$ cat config.mk
export PLATFORM = sky130hd
export DESIGN_NAME = addr_step_unit
export DESIGN_NICKNAME = d
export VERILOG_FILES = /design/src/rtl/addr_step_pkg.sv /design/src/rtl/bit_mirror.sv /design/src/rtl/brev_stepper.sv /design/src/rtl/ring_stepper.sv /design/src/rtl/addr_step_unit.sv
export SDC_FILE = /design/constraint.sdc
export NUM_CORES = 1
export LEC_CHECK = 0
export BUFFER_PORTS_ARGS = -buffer_cell sky130_fd_sc_hd__buf_2
export CORE_MARGIN = 2
export CORE_UTILIZATION = 60
export DETAILED_ROUTE_END_ITERATION = 16
export MAX_ROUTING_LAYER = met4
export PLACE_DENSITY = 0.8
export SLEW_MARGIN = 15
export SYNTH_ARGS = -nofsm -noshare
export SYNTH_HDL_FRONTEND = slang
export SYNTH_HIERARCHICAL = 1
export SYNTH_SLANG_ARGS = --single-unit
$ cat constraint.sdc
create_clock -name clk -period 1.3 [get_ports clk]
set_clock_uncertainty 0.15 [all_clocks]
set_input_delay 0 -clock clk [delete_from_list [all_inputs] [get_ports clk]]
set_output_delay 0 -clock clk [all_outputs]
set_load 0.01 [all_outputs]
$ cat src/rtl/addr_step_pkg.sv
package addr_step_pkg;

   typedef enum logic [2:0] {
      AM_DISP = 3'd0,
      AM_PRE  = 3'd1,
      AM_POST = 3'd2,
      AM_RING = 3'd3,
      AM_BREV = 3'd4
   } amode_e;

endpackage

$ cat src/rtl/bit_mirror.sv
module bit_mirror #(
   parameter int W = 16
) (
   input  logic [W-1:0] din,
   output logic [W-1:0] dout
);
   if (W < 1) begin : g_bad_w
      $error("bit_mirror: W must be at least 1");
   end

   for (genvar i = 0; i < W; i++) begin : g_swap
      assign dout[i] = din[W-1-i];
   end
endmodule

$ cat src/rtl/brev_stepper.sv
module brev_stepper #(
   parameter int IW = 16
) (
   input  logic [IW-1:0] idx,
   input  logic [IW-1:0] step,
   output logic [IW-1:0] idx_next
);
   logic [IW-1:0] idx_m;
   logic [IW-1:0] step_m;
   logic [IW-1:0] sum_m;

   bit_mirror #(.W(IW)) i_mir_idx  (.din(idx),   .dout(idx_m));
   bit_mirror #(.W(IW)) i_mir_step (.din(step),  .dout(step_m));

   // carry out of the top bit is discarded by the width of sum_m
   assign sum_m = idx_m + step_m;

   bit_mirror #(.W(IW)) i_mir_sum  (.din(sum_m), .dout(idx_next));
endmodule

$ cat src/rtl/ring_stepper.sv
module ring_stepper #(
   parameter int IW   = 16,
   parameter int OFSW = 10
) (
   input  logic [IW-1:0]   idx,
   input  logic [IW-1:0]   len,
   input  logic [OFSW-1:0] ofs,
   output logic [IW-1:0]   idx_next
);
   localparam int SW = IW + 2;

   if (OFSW > IW) begin : g_bad_ofsw
      $error("ring_stepper: OFSW must not exceed IW");
   end

   logic signed [SW-1:0] sum;
   logic signed [SW-1:0] ofs_x;
   logic        [SW-1:0] under;
   logic        [IW:0]   pos;
   logic        [IW:0]   divisor;
   logic        [IW:0]   rem;

   assign ofs_x   = SW'($signed(ofs));
   assign sum     = $signed({2'b00, idx}) + ofs_x;
   assign under   = sum + $signed({2'b00, len});
   assign pos     = sum[IW:0];
   assign divisor = (len == '0) ? (IW+1)'(1) : {1'b0, len};
   assign rem     = pos % divisor;

   always_comb begin
      if (len == '0) begin
         idx_next = idx;
      end else if (sum[SW-1]) begin
         idx_next = under[IW-1:0];
      end else begin
         idx_next = rem[IW-1:0];
      end
   end
endmodule

$ cat src/rtl/addr_step_unit.sv
module addr_step_unit
   import addr_step_pkg::*;
#(
   parameter int AW   = 32,
   parameter int OFSW = 10
) (
   input  logic            clk,
   input  logic            rst_n,
   input  logic            in_valid,
   input  logic [2:0]      mode,
   input  logic [AW-1:0]   base,
   input  logic [AW-1:0]   ptr,
   input  logic [OFSW-1:0] ofs,
   output logic            out_valid,
   output logic [AW-1:0]   ea,
   output logic [AW-1:0]   wb_val,
   output logic            wb_en
);
   localparam int IW = AW / 2;

   if ((AW % 2) != 0) begin : g_bad_aw
      $error("addr_step_unit: AW must be even");
   end
   if (OFSW < 2 || OFSW > IW) begin : g_bad_ofsw
      $error("addr_step_unit: OFSW out of range");
   end

   logic [AW-1:0] ofs_ext;
   logic [AW-1:0] lin_sum;
   logic [AW-1:0] idx_addr;
   logic [IW-1:0] idx;
   logic [IW-1:0] hi;
   logic [IW-1:0] ring_next;
   logic [IW-1:0] brev_next;
   logic [AW-1:0] ea_d;
   logic [AW-1:0] wb_d;
   logic          en_d;

   assign ofs_ext  = {{(AW-OFSW){ofs[OFSW-1]}}, ofs};
   assign lin_sum  = base + ofs_ext;
   assign idx      = ptr[IW-1:0];
   assign hi       = ptr[AW-1:IW];
   assign idx_addr = base + {{(AW-IW){1'b0}}, idx};

   ring_stepper #(.IW(IW), .OFSW(OFSW)) i_ring (
      .idx(idx), .len(hi), .ofs(ofs), .idx_next(ring_next)
   );

   brev_stepper #(.IW(IW)) i_brev (
      .idx(idx), .step(hi), .idx_next(brev_next)
   );

   always_comb begin
      ea_d = lin_sum;
      wb_d = lin_sum;
      en_d = 1'b0;
      case (mode)
         AM_PRE: begin
            en_d = 1'b1;
         end
         AM_POST: begin
            ea_d = base;
            en_d = 1'b1;
         end
         AM_RING: begin
            ea_d = idx_addr;
            wb_d = {hi, ring_next};
            en_d = 1'b1;
         end
         AM_BREV: begin
            ea_d = idx_addr;
            wb_d = {hi, brev_next};
            en_d = 1'b1;
         end
         default: ;
      endcase
   end

   always_ff @(posedge clk or negedge rst_n) begin
      if (!rst_n) begin
         out_valid <= 1'b0;
         wb_en     <= 1'b0;
         ea        <= '0;
         wb_val    <= '0;
      end else begin
         out_valid <= in_valid;
         wb_en     <= in_valid & en_d;
         if (in_valid) begin
            ea     <= ea_d;
            wb_val <= wb_d;
         end
      end
   end


   valid_follow_chk: assert property (@(posedge clk) disable iff (!rst_n)
      1'b1 |=> (out_valid == $past(in_valid)));


   wb_orphan_chk: assert property (@(posedge clk) disable iff (!rst_n)
      wb_en |-> out_valid);


   disp_no_wb_chk: assert property (@(posedge clk) disable iff (!rst_n)
      (in_valid && mode == AM_DISP) |=> !wb_en);


   post_ea_chk: assert property (@(posedge clk) disable iff (!rst_n)
      (in_valid && mode == AM_POST) |=> (ea == $past(base)));


   upper_keep_chk: assert property (@(posedge clk) disable iff (!rst_n)
      (in_valid && (mode == AM_RING || mode == AM_BREV))
      |=> (wb_val[AW-1:IW] == $past(ptr[AW-1:IW])));


   ring_bound_chk: assert property (@(posedge clk) disable iff (!rst_n)
      (in_valid && mode == AM_RING && ptr[AW-1:IW] != '0 && !ofs[OFSW-1]
       && ptr[IW-1:0] < ptr[AW-1:IW])
      |=> (wb_val[IW-1:0] < $past(ptr[AW-1:IW])));


   ring_zero_len_chk: assert property (@(posedge clk) disable iff (!rst_n)
      (in_valid && mode == AM_RING && ptr[AW-1:IW] == '0)
      |=> (wb_val[IW-1:0] == $past(ptr[IW-1:0])));
endmodule

==> results of run 1 <==
## logic make-up after synthesis
kind of cell,synth area share
AOI/OAI and AO/OA,0.337
and+or+nand+nor,0.235
adders and majority gates,0.178
buffers and inverters,0.0585
xor gates and xnor gates,0.0780
DFF,0.0920
muxes,0.0203
## metrics by stage
step	cells	setup TNS [ns]	worst slack (ns)	hold WS [ns]
3_5_place_dp	3899	-545.05	-29.53	-0.188
3_3_place_gp	3899	-501.50	-27.31	-0.193
2_1_floorplan	2498	-437.90	-25.70	-0.446
## cells in the mapped netlist, types with 14 or more instances
cell type	count
sky130_fd_sc_hd__nor2_1	263
sky130_fd_sc_hd__ha_1	245
sky130_fd_sc_hd__a21oi_1	242
sky130_fd_sc_hd__nand2_1	217
sky130_fd_sc_hd__o21ai_0	139
sky130_fd_sc_hd__inv_1	97
sky130_fd_sc_hd__xnor2_1	97
sky130_fd_sc_hd__nand3_1	78
sky130_fd_sc_hd__a21o_1	70
sky130_fd_sc_hd__dfrtp_1	66
sky130_fd_sc_hd__clkbuf_1	65
sky130_fd_sc_hd__xor2_1	63
sky130_fd_sc_hd__nor3_1	62
sky130_fd_sc_hd__o21a_1	60
sky130_fd_sc_hd__buf_4	50
sky130_fd_sc_hd__a31oi_1	44
sky130_fd_sc_hd__o211ai_1	37
sky130_fd_sc_hd__a211oi_1	33
sky130_fd_sc_hd__or3_1	33
sky130_fd_sc_hd__and3_1	28
sky130_fd_sc_hd__nand4_1	25
sky130_fd_sc_hd__mux2i_1	23
sky130_fd_sc_hd__nand2b_1	23
sky130_fd_sc_hd__nor2b_1	23
sky130_fd_sc_hd__and2_1	22
sky130_fd_sc_hd__o31ai_1	21
sky130_fd_sc_hd__or2_2	21
sky130_fd_sc_hd__a221oi_1	20
sky130_fd_sc_hd__a22oi_1	17
sky130_fd_sc_hd__a211o_1	15
sky130_fd_sc_hd__nor4_1	15
sky130_fd_sc_hd__o21bai_1	14
sky130_fd_sc_hd__o22ai_1	14
==> results.yml, run 1 <==
logic_synthesis:
  synth_flop_cell: "sky130_fd_sc_hd__dfrtp_1"
  synthArstFlopShare: 1.00
  postSynthRegisterBits: 66
  sequential_area_share_after_synthesis: 0.0920
  synthesis_warning_total: 6
  synth_top_area_frac: 0.171
  synth-edff-count: 0
  top_cell_type_by_total_area_after_synthesis: "sky130_fd_sc_hd__ha_1"
  synthesis.instances: 2498
  synthesis.nets: 2829
  yosys-top-cells-area: "sky130_fd_sc_hd__ha_1, sky130_fd_sc_hd__dfrtp_1, sky130_fd_sc_hd__a21oi_1"
  postSynthAreaPerCell_sq_um: 7.19
  number_of_different_library_cells_in_the_post_synthesis_netlist: 108
  synth_area_sq_um: 18000
die:
  num_io_pins: 146
  start_util: 0.608
  die-width_um: 177
  dieHeight_um: 177
  fp-row-count: 63
cts:
  cts_hold_buf: 15
  ctsHtreeMaxLevel: 3
  post_cts_resized: 472
  post_cts.repair.setup_buffers: 145
  cts-root-to-sink-buffers: 2
  cts_inserted_buffers: 9
  clock_sink_count: 66
  clk_root_buffer_cell: "sky130_fd_sc_hd__clkbuf_16"
placement:
  finalWeightedCongestion: 1.25
  detailed_place.area_sq_um: 27400
  post-dp-hpwl_um: 83600
  placement.io_buffers: 145
status:
  error_line: "[ERROR DPL-0038] Utilization greater than 100%, impossible to legalize"
  flow.stopped_at: "4_1_cts"
  run_status: "stopped before the end"
==> run 2, diff against run 1 <==
--- a/config.mk
+++ b/config.mk
@@ -7,10 +7,9 @@
 export LEC_CHECK = 0
 export BUFFER_PORTS_ARGS = -buffer_cell sky130_fd_sc_hd__buf_2
 export CORE_MARGIN = 2
-export CORE_UTILIZATION = 60
+export CORE_UTILIZATION = 40
 export DETAILED_ROUTE_END_ITERATION = 16
-export MAX_ROUTING_LAYER = met4
-export PLACE_DENSITY = 0.8
+export PLACE_DENSITY_LB_ADDON = 0.15
 export SLEW_MARGIN = 15
 export SYNTH_ARGS = -nofsm -noshare
 export SYNTH_HDL_FRONTEND = slang
==> run 2 against run 1 <==
Compared with the run above:
- the flow now finishes, with violations (negative hold slack, negative setup slack)
- area after synthesis unchanged
- synthesized cell count unchanged
==> results.yml, run 2 <==
timing:
  finalWorstSetupSlack_ns: -26.61
  finalSetupViolCount: 62
  post-route-period-util: 21.5
  rsz_0062_raised_after_global_routing: "yes"
  fmax_mhz: 35.8
  report.final.hold_viol_count: 1
  slew_violations: 0
  slew_headroom: 0.414
  worstMarginPinSlew_ns: 0.868
  totalNegativeSetupSlack_ns: -470.75
  final.min_clock_period_ns: 27.91
  worst_hold_slack_ns: -0.00856
routing:
  vias_per_cell: 5.94
  via_count: 26000
  drt_pass1_iterations: 6
  drc_errors: 0
  post_drt_wl_per_cell_um: 22.0
  detail_route.wirelength_um: 96500
  drtIter0Drc: 2390
  ant_nets: 0
logic_synthesis:
  yosysMostFrequentCell: "sky130_fd_sc_hd__nor2_1"
  synthAdderAreaFrac: 0.178
  sequential_area_share_after_synthesis: 0.0920
  post_synthesis_share_of_cell_area_spent_on_xor_and_xnor_gates: 0.0780
  synthesis.nets: 2829
  postSynthRegisterBits: 66
  synthArstFlopShare: 1.00
  postSynthAreaPerCell_sq_um: 7.19
  synth_top_area_frac: 0.171
  synth_flop_cell: "sky130_fd_sc_hd__dfrtp_1"
  synthesis_warning_total: 6
  yosys-top-cells-area: "sky130_fd_sc_hd__ha_1, sky130_fd_sc_hd__dfrtp_1, sky130_fd_sc_hd__a21oi_1"
  post_synth_simple_gate_area: 0.235
  muxShareOfSynthArea: 0.0203
  synthesis.instances: 2498
  synth_common_cells: "sky130_fd_sc_hd__nor2_1, sky130_fd_sc_hd__ha_1, sky130_fd_sc_hd__a21oi_1"
  synth-edff-count: 0
  synth_compound_gate_area_share: 0.337
  number_of_different_library_cells_in_the_post_synthesis_netlist: 108
  top_cell_type_by_total_area_after_synthesis: "sky130_fd_sc_hd__ha_1"
  main_combinational_cell_family_by_area_after_synthesis: "compound AO/OA/AOI/OAI gates"
  synth_area_sq_um: 18000
finish:
  reg.largest.list: "ea (32), wb_val (32)"
  final_util: 0.740
  most_used_cells_in_the_layout_excluding_fill_and_tap_cells: "sky130_fd_sc_hd__buf_4, sky130_fd_sc_hd__nor2_1, sky130_fd_sc_hd__nand2_1"
  fin_cells: 4385
  final_design_area_no_fill_sq_um: 32800
  finalNetCount: 4117
  final_common_cell: "sky130_fd_sc_hd__buf_4"
  drive_gt1_frac: 0.521
  syn2layout_area_growth_pct: 82.7
placement:
  placedCellCount: 4135
  placement.io_buffers: 145
  finalWeightedCongestion: 1.00
  detailed_place.area_sq_um: 27900
  post-dp-hpwl_um: 73600
  place_ws_ns: -28.65
power:
  p_per_area_nw_per_um2: 1580
  vdd.ir_drop.worst_mv: 1.48
  leakagePower_nw: 15.3
worst_setup_path:
  worst_ep_required_time_ns: 1.37
  rr_endpoint: "ea[31]"
  worstReg2RegStart: "ea[31]"
  timing.critical_path.slowest_cell_delay_ns: 0.54
  r2r_cells: 4
  highest_fanout_seen_on_the_critical_path: 8
  setup.reg_to_reg.worst_slack_ns: 0.13
  worst_setup_path_end_kind: "register"
  cp_slowest_cell: "sky130_fd_sc_hd__or4b_4"
  timing_worst_setup_path_type: "in2reg"
  cp-start-kind: "primary input"
  crit_arrival_ns: 27.98
  crit_path_frequent_cell: "sky130_fd_sc_hd__ha_4"
die:
  fp-row-count: 77
  die_area_sq_um: 46600
  dieHeight_um: 216
  num_io_pins: 146
  start_util: 0.405
  coreArea_sq_um: 44300
  die-width_um: 216
worst_hold_path:
  hold_depth: 4
  min_path_type: "in2reg"
  holdPathEnd: "ea[0]"
  worst_hold_startpoint: "base[0]"
status:
  failed_checks: "negative hold slack, negative setup slack"
  run_status: "finished with violations"
cts:
  cts_inserted_buffers: 9
  clk_root_buffer_cell: "sky130_fd_sc_hd__clkbuf_16"
  tritoncts_clock_tree: "yes"
  cts-root-to-sink-buffers: 2
  clock_sink_count: 66
  worst_skew_pair.late_latency_ns: 0.35
  ctsHtreeMaxLevel: 3
  cts.clk_slew.worst_paths_ns: 0.06
global_routing:
  grt.total_usage: 0.389
  wire_length_of_the_first_global_routing_pass_um: 143000
  grt_overflow: 0
  grt_pass1_vias: 25700
  grt_max_degree: 52
  grt_antenna_before_repair: 2
job:
  maxCapViolations: 0
## run 2: cell counts after synthesis
No cell type changed its count.
## run 2: cell type report
type / count / area, sq um
multi-input cells: 2211 / 19000
clock buffers: 10 / 239
repair buffers: 1400 / 10700
diodes: 2 / 5.00
inverters: 98 / 383
well taps: 592 / 741
clock inverters: 6 / 88.8
flip-flops and latches: 66 / 1650
fillers: 3362 / 11500
## run 2: power breakdown
part           switching, mW  internal [mW]
logic                   22.4           24.0
registers              0.306           2.45
clock network           1.08           1.74
## run 2: stage by stage
step / power [mW] / hold slack (ns)
after floorplan: 22.7 / -0.446
after global placement: 38.2 / -0.125
after detailed placement: 38.9 / -0.122
after CTS: 46.4 / 0.00371
after global routing: 54.8 / 0.00185
final: 51.9 / -0.00856
## run 2: layer usage
metal  vias to the layer above  part of all wire  GRT usage
li1                      12000                 -          -
met1                     12400              0.40      0.479
met2                      1271              0.46      0.653
met3                       350             0.073     0.0519
met4                         2             0.063      0.220
met5                         -           0.00013          0
## run 2: how the worst max path moves through the flow
stage	from	end	slack [ns]	cells after the start
floorplan	ptr[23]	wb_val[9]	-25.70	145
global placement	ofs[0]	wb_val[11]	-28.05	146
detailed placement	ptr[0]	wb_val[11]	-28.65	148
CTS	ptr[0]	wb_val[3]	-25.94	144
global route	ptr[0]	wb_val[0]	-27.59	147
finish	ptr[0]	wb_val[0]	-26.61	144
## run 2: logic make-up (layout without fill, tap and decap cells)
group                      after synthesis  after routing
AOI/OAI and AO/OA                      888            889
and+or+nand+nor                        872            874
adders and majority gates              253            253
buffers and inverters                  224           1514
xor gates and xnor gates               160            160
DFF                                     66             66
muxes                                   35             35
other                                    0              2
## run 2: repair_timing
| item | 4_1_cts | 5_1_grt |
|---|---|---|
| cloned | 4 | 0 |
| endpoints found under the setup margin | 62 | 63 |
| gates resized for setup | 295 | 265 |
| buffers inserted | 129 | 78 |
| endpoints found under the hold margin | 91 | 0 |
| pin swaps | 227 | 236 |
| hold buffers | 28 | 0 |
## run 2: critical path, delay by kind of cell
family / cells / cell delay (ns)
compound gates: 64 / 12.06
simple gates: 35 / 7.14
fa+ha+maj: 19 / 4.53
xor+xnor: 1 / 0.09
buf+inv: 18 / 2.29
mux: 7 / 1.83
Note: power is estimated with default switching activity, not from simulation.
==> run 3, diff against run 2 <==
--- a/config.mk
+++ b/config.mk
@@ -8,8 +8,11 @@
 export BUFFER_PORTS_ARGS = -buffer_cell sky130_fd_sc_hd__buf_2
 export CORE_MARGIN = 2
 export CORE_UTILIZATION = 40
+export CTS_CLUSTER_SIZE = 16
 export DETAILED_ROUTE_END_ITERATION = 16
+export HOLD_SLACK_MARGIN = 0.03
 export PLACE_DENSITY_LB_ADDON = 0.15
+export SETUP_SLACK_MARGIN = 0.5
 export SLEW_MARGIN = 15
 export SYNTH_ARGS = -nofsm -noshare
 export SYNTH_HDL_FRONTEND = slang
==> run 3 against run 2 <==
Compared with the run above:
- the flow still finishes with violations (negative hold slack, negative setup slack)
- sequential power is essentially flat
- combinational power hardly changed
- sequential share of layout area is essentially flat
- non-clock buffer count increased by 3
- hold slack worse by 0.15 ns
- clock-buffer cell count is 1 lower
- first-iteration DRC count grew 15%
- register-to-register slack hardly changed
- routed wire length grew 0.47%
- utilization barely moved
- global-route usage down 0.31 points
- critical path type unchanged
- highest routed layer unchanged
==> results.yml, run 3 (synthesis results as in run 2) <==
timing:
  rsz_0062_raised_after_global_routing: "yes"
  worstMarginPinSlew_ns: 0.689
  finalSetupViolCount: 62
  fmax_mhz: 35.7
  post-route-period-util: 21.5
  worst_hold_slack_ns: -0.155
  report.final.hold_viol_count: 20
  finalWorstSetupSlack_ns: -26.68
  slew_headroom: 0.537
  slew_violations: 0
  final.min_clock_period_ns: 27.98
  totalNegativeSetupSlack_ns: -471.51
power:
  vdd.ir_drop.worst_mv: 1.46
  total_power_mw: 51.8
  leakagePower_nw: 15.4
  p_per_area_nw_per_um2: 1580
worst_hold_path:
  min_path_type: "in2reg"
cts:
  cts_hold_buf: 2
  cts.clk_slew.worst_paths_ns: 0.07
  cts-root-to-sink-buffers: 2
  tritoncts_clock_tree: "yes"
  clock_sink_count: 66
  worst_skew_pair.late_latency_ns: 0.36
  clk_root_buffer_cell: "sky130_fd_sc_hd__clkbuf_16"
  ctsHtreeMaxLevel: 3
  cts_inserted_buffers: 9
finish:
  syn2layout_area_growth_pct: 82.6
  final_util: 0.740
  reg.largest.list: "ea (32), wb_val (32)"
  final_design_area_no_fill_sq_um: 32800
  finalNetCount: 4120
  fin_cells: 4389
  final_common_cell: "sky130_fd_sc_hd__buf_4"
  drive_gt1_frac: 0.524
  most_used_cells_in_the_layout_excluding_fill_and_tap_cells: "sky130_fd_sc_hd__buf_4, sky130_fd_sc_hd__nor2_1, sky130_fd_sc_hd__nand2_1"
worst_setup_path:
  timing.critical_path.slowest_cell_delay_ns: 0.55
  cp_slowest_cell: "sky130_fd_sc_hd__or4_1"
  timing_worst_setup_path_type: "in2reg"
  highest_fanout_seen_on_the_critical_path: 7
  worst_setup_path_end_kind: "register"
  crit_arrival_ns: 28.11
  worst_ep_required_time_ns: 1.44
  cp-start-kind: "primary input"
  crit_path_frequent_cell: "sky130_fd_sc_hd__ha_4"
placement:
  placement.io_buffers: 145
  place_ws_ns: -28.48
  finalWeightedCongestion: 1.05
  placedCellCount: 4159
  detailed_place.area_sq_um: 28100
  post-dp-hpwl_um: 73500
routing:
  ant_nets: 0
  drtIter0Drc: 2747
  drc_errors: 0
  post_drt_wl_per_cell_um: 22.1
  detail_route.wirelength_um: 97000
  vias_per_cell: 5.97
  via_count: 26200
  drt_pass1_iterations: 6
status:
  run_status: "finished with violations"
  failed_checks: "negative hold slack, negative setup slack"
global_routing:
  wire_length_of_the_first_global_routing_pass_um: 142000
  grt_overflow: 0
  grt.total_usage: 0.386
  grt_max_degree: 67
  grt_antenna_before_repair: 3
  grt_pass1_vias: 25500
die:
  dieHeight_um: 216
  num_io_pins: 146
  die_area_sq_um: 46600
  die-width_um: 216
  fp-row-count: 77
  start_util: 0.405
  coreArea_sq_um: 44300
job:
  maxCapViolations: 0
==> run 3: cell count changes in the layout (fill, tap and decap cells not counted), sizes merged <==
cell / before / now
inv: 98 / 101
clkinv: 2 / 1
clkbuf: 12 / 10
buf: 1369 / 1399
diode: 2 / 3
dlygate4sd3: 28 / 1
bufinv: 2 / 1
dlymetal6s4s: 0 / 1
==> run 3: area by class of cell <==
type                       count  area [sq um]
clock inverter                 7          85.1
multi-input combinational   2211         18900
sequential                    66          1650
tap                          592           741
antenna                        3          7.51
fill                        3316         11500
clock buffer                   9           225
inverter                      98           377
timing repair buffer        1403         10800
==> run 3: critical path, delay by kind of cell <==
family          cells  cell delay [ns]
mux                 4             0.98
simple gates       33             6.41
fa+ha+maj          19             4.82
xor+xnor            2             0.19
compound gates     69            13.48
buf+inv            18             2.18
==> run 3: path summary, 6_finish.rpt <==
kind,from,endpoint,slack (ns),depth (start not counted)
worst max-delay path,ptr[0],wb_val[13],-26.68,145
worst min-delay path,in_valid,ea[29],-0.15,3
worst max register to register,ea[31],ea[31],0.12,4
worst min register to register,ea[11],ea[11],0.38,2
max in group asynchronous,rst_n,ea[5],0.60,3
min in group asynchronous,rst_n,ea[19],0.06,3
==> run 3: repair_timing <==
action,in CTS,in global routing
resized for setup,353,214
gates cloned,5,0
endpoints found under the setup margin,130,131
pin swaps,226,203
hold endpoints to repair,100,24
buffers inserted,101,103
==> run 3: report_power, final <==
| part | switching, mW | internal (mW) |
|---|---|---|
| sequential | 0.309 | 2.45 |
| clock | 1.20 | 1.53 |
| combinational | 22.3 | 24.0 |
| total | 23.8 | 28.0 |
==> run 3: metal layers <==
layer,track usage,part of all wire,vias up
li1,-,-,12000
met1,0.471,0.39,12500
met2,0.670,0.47,1351
met3,0.0540,0.079,362
met4,0.180,0.060,4
met5,0,0.00033,-
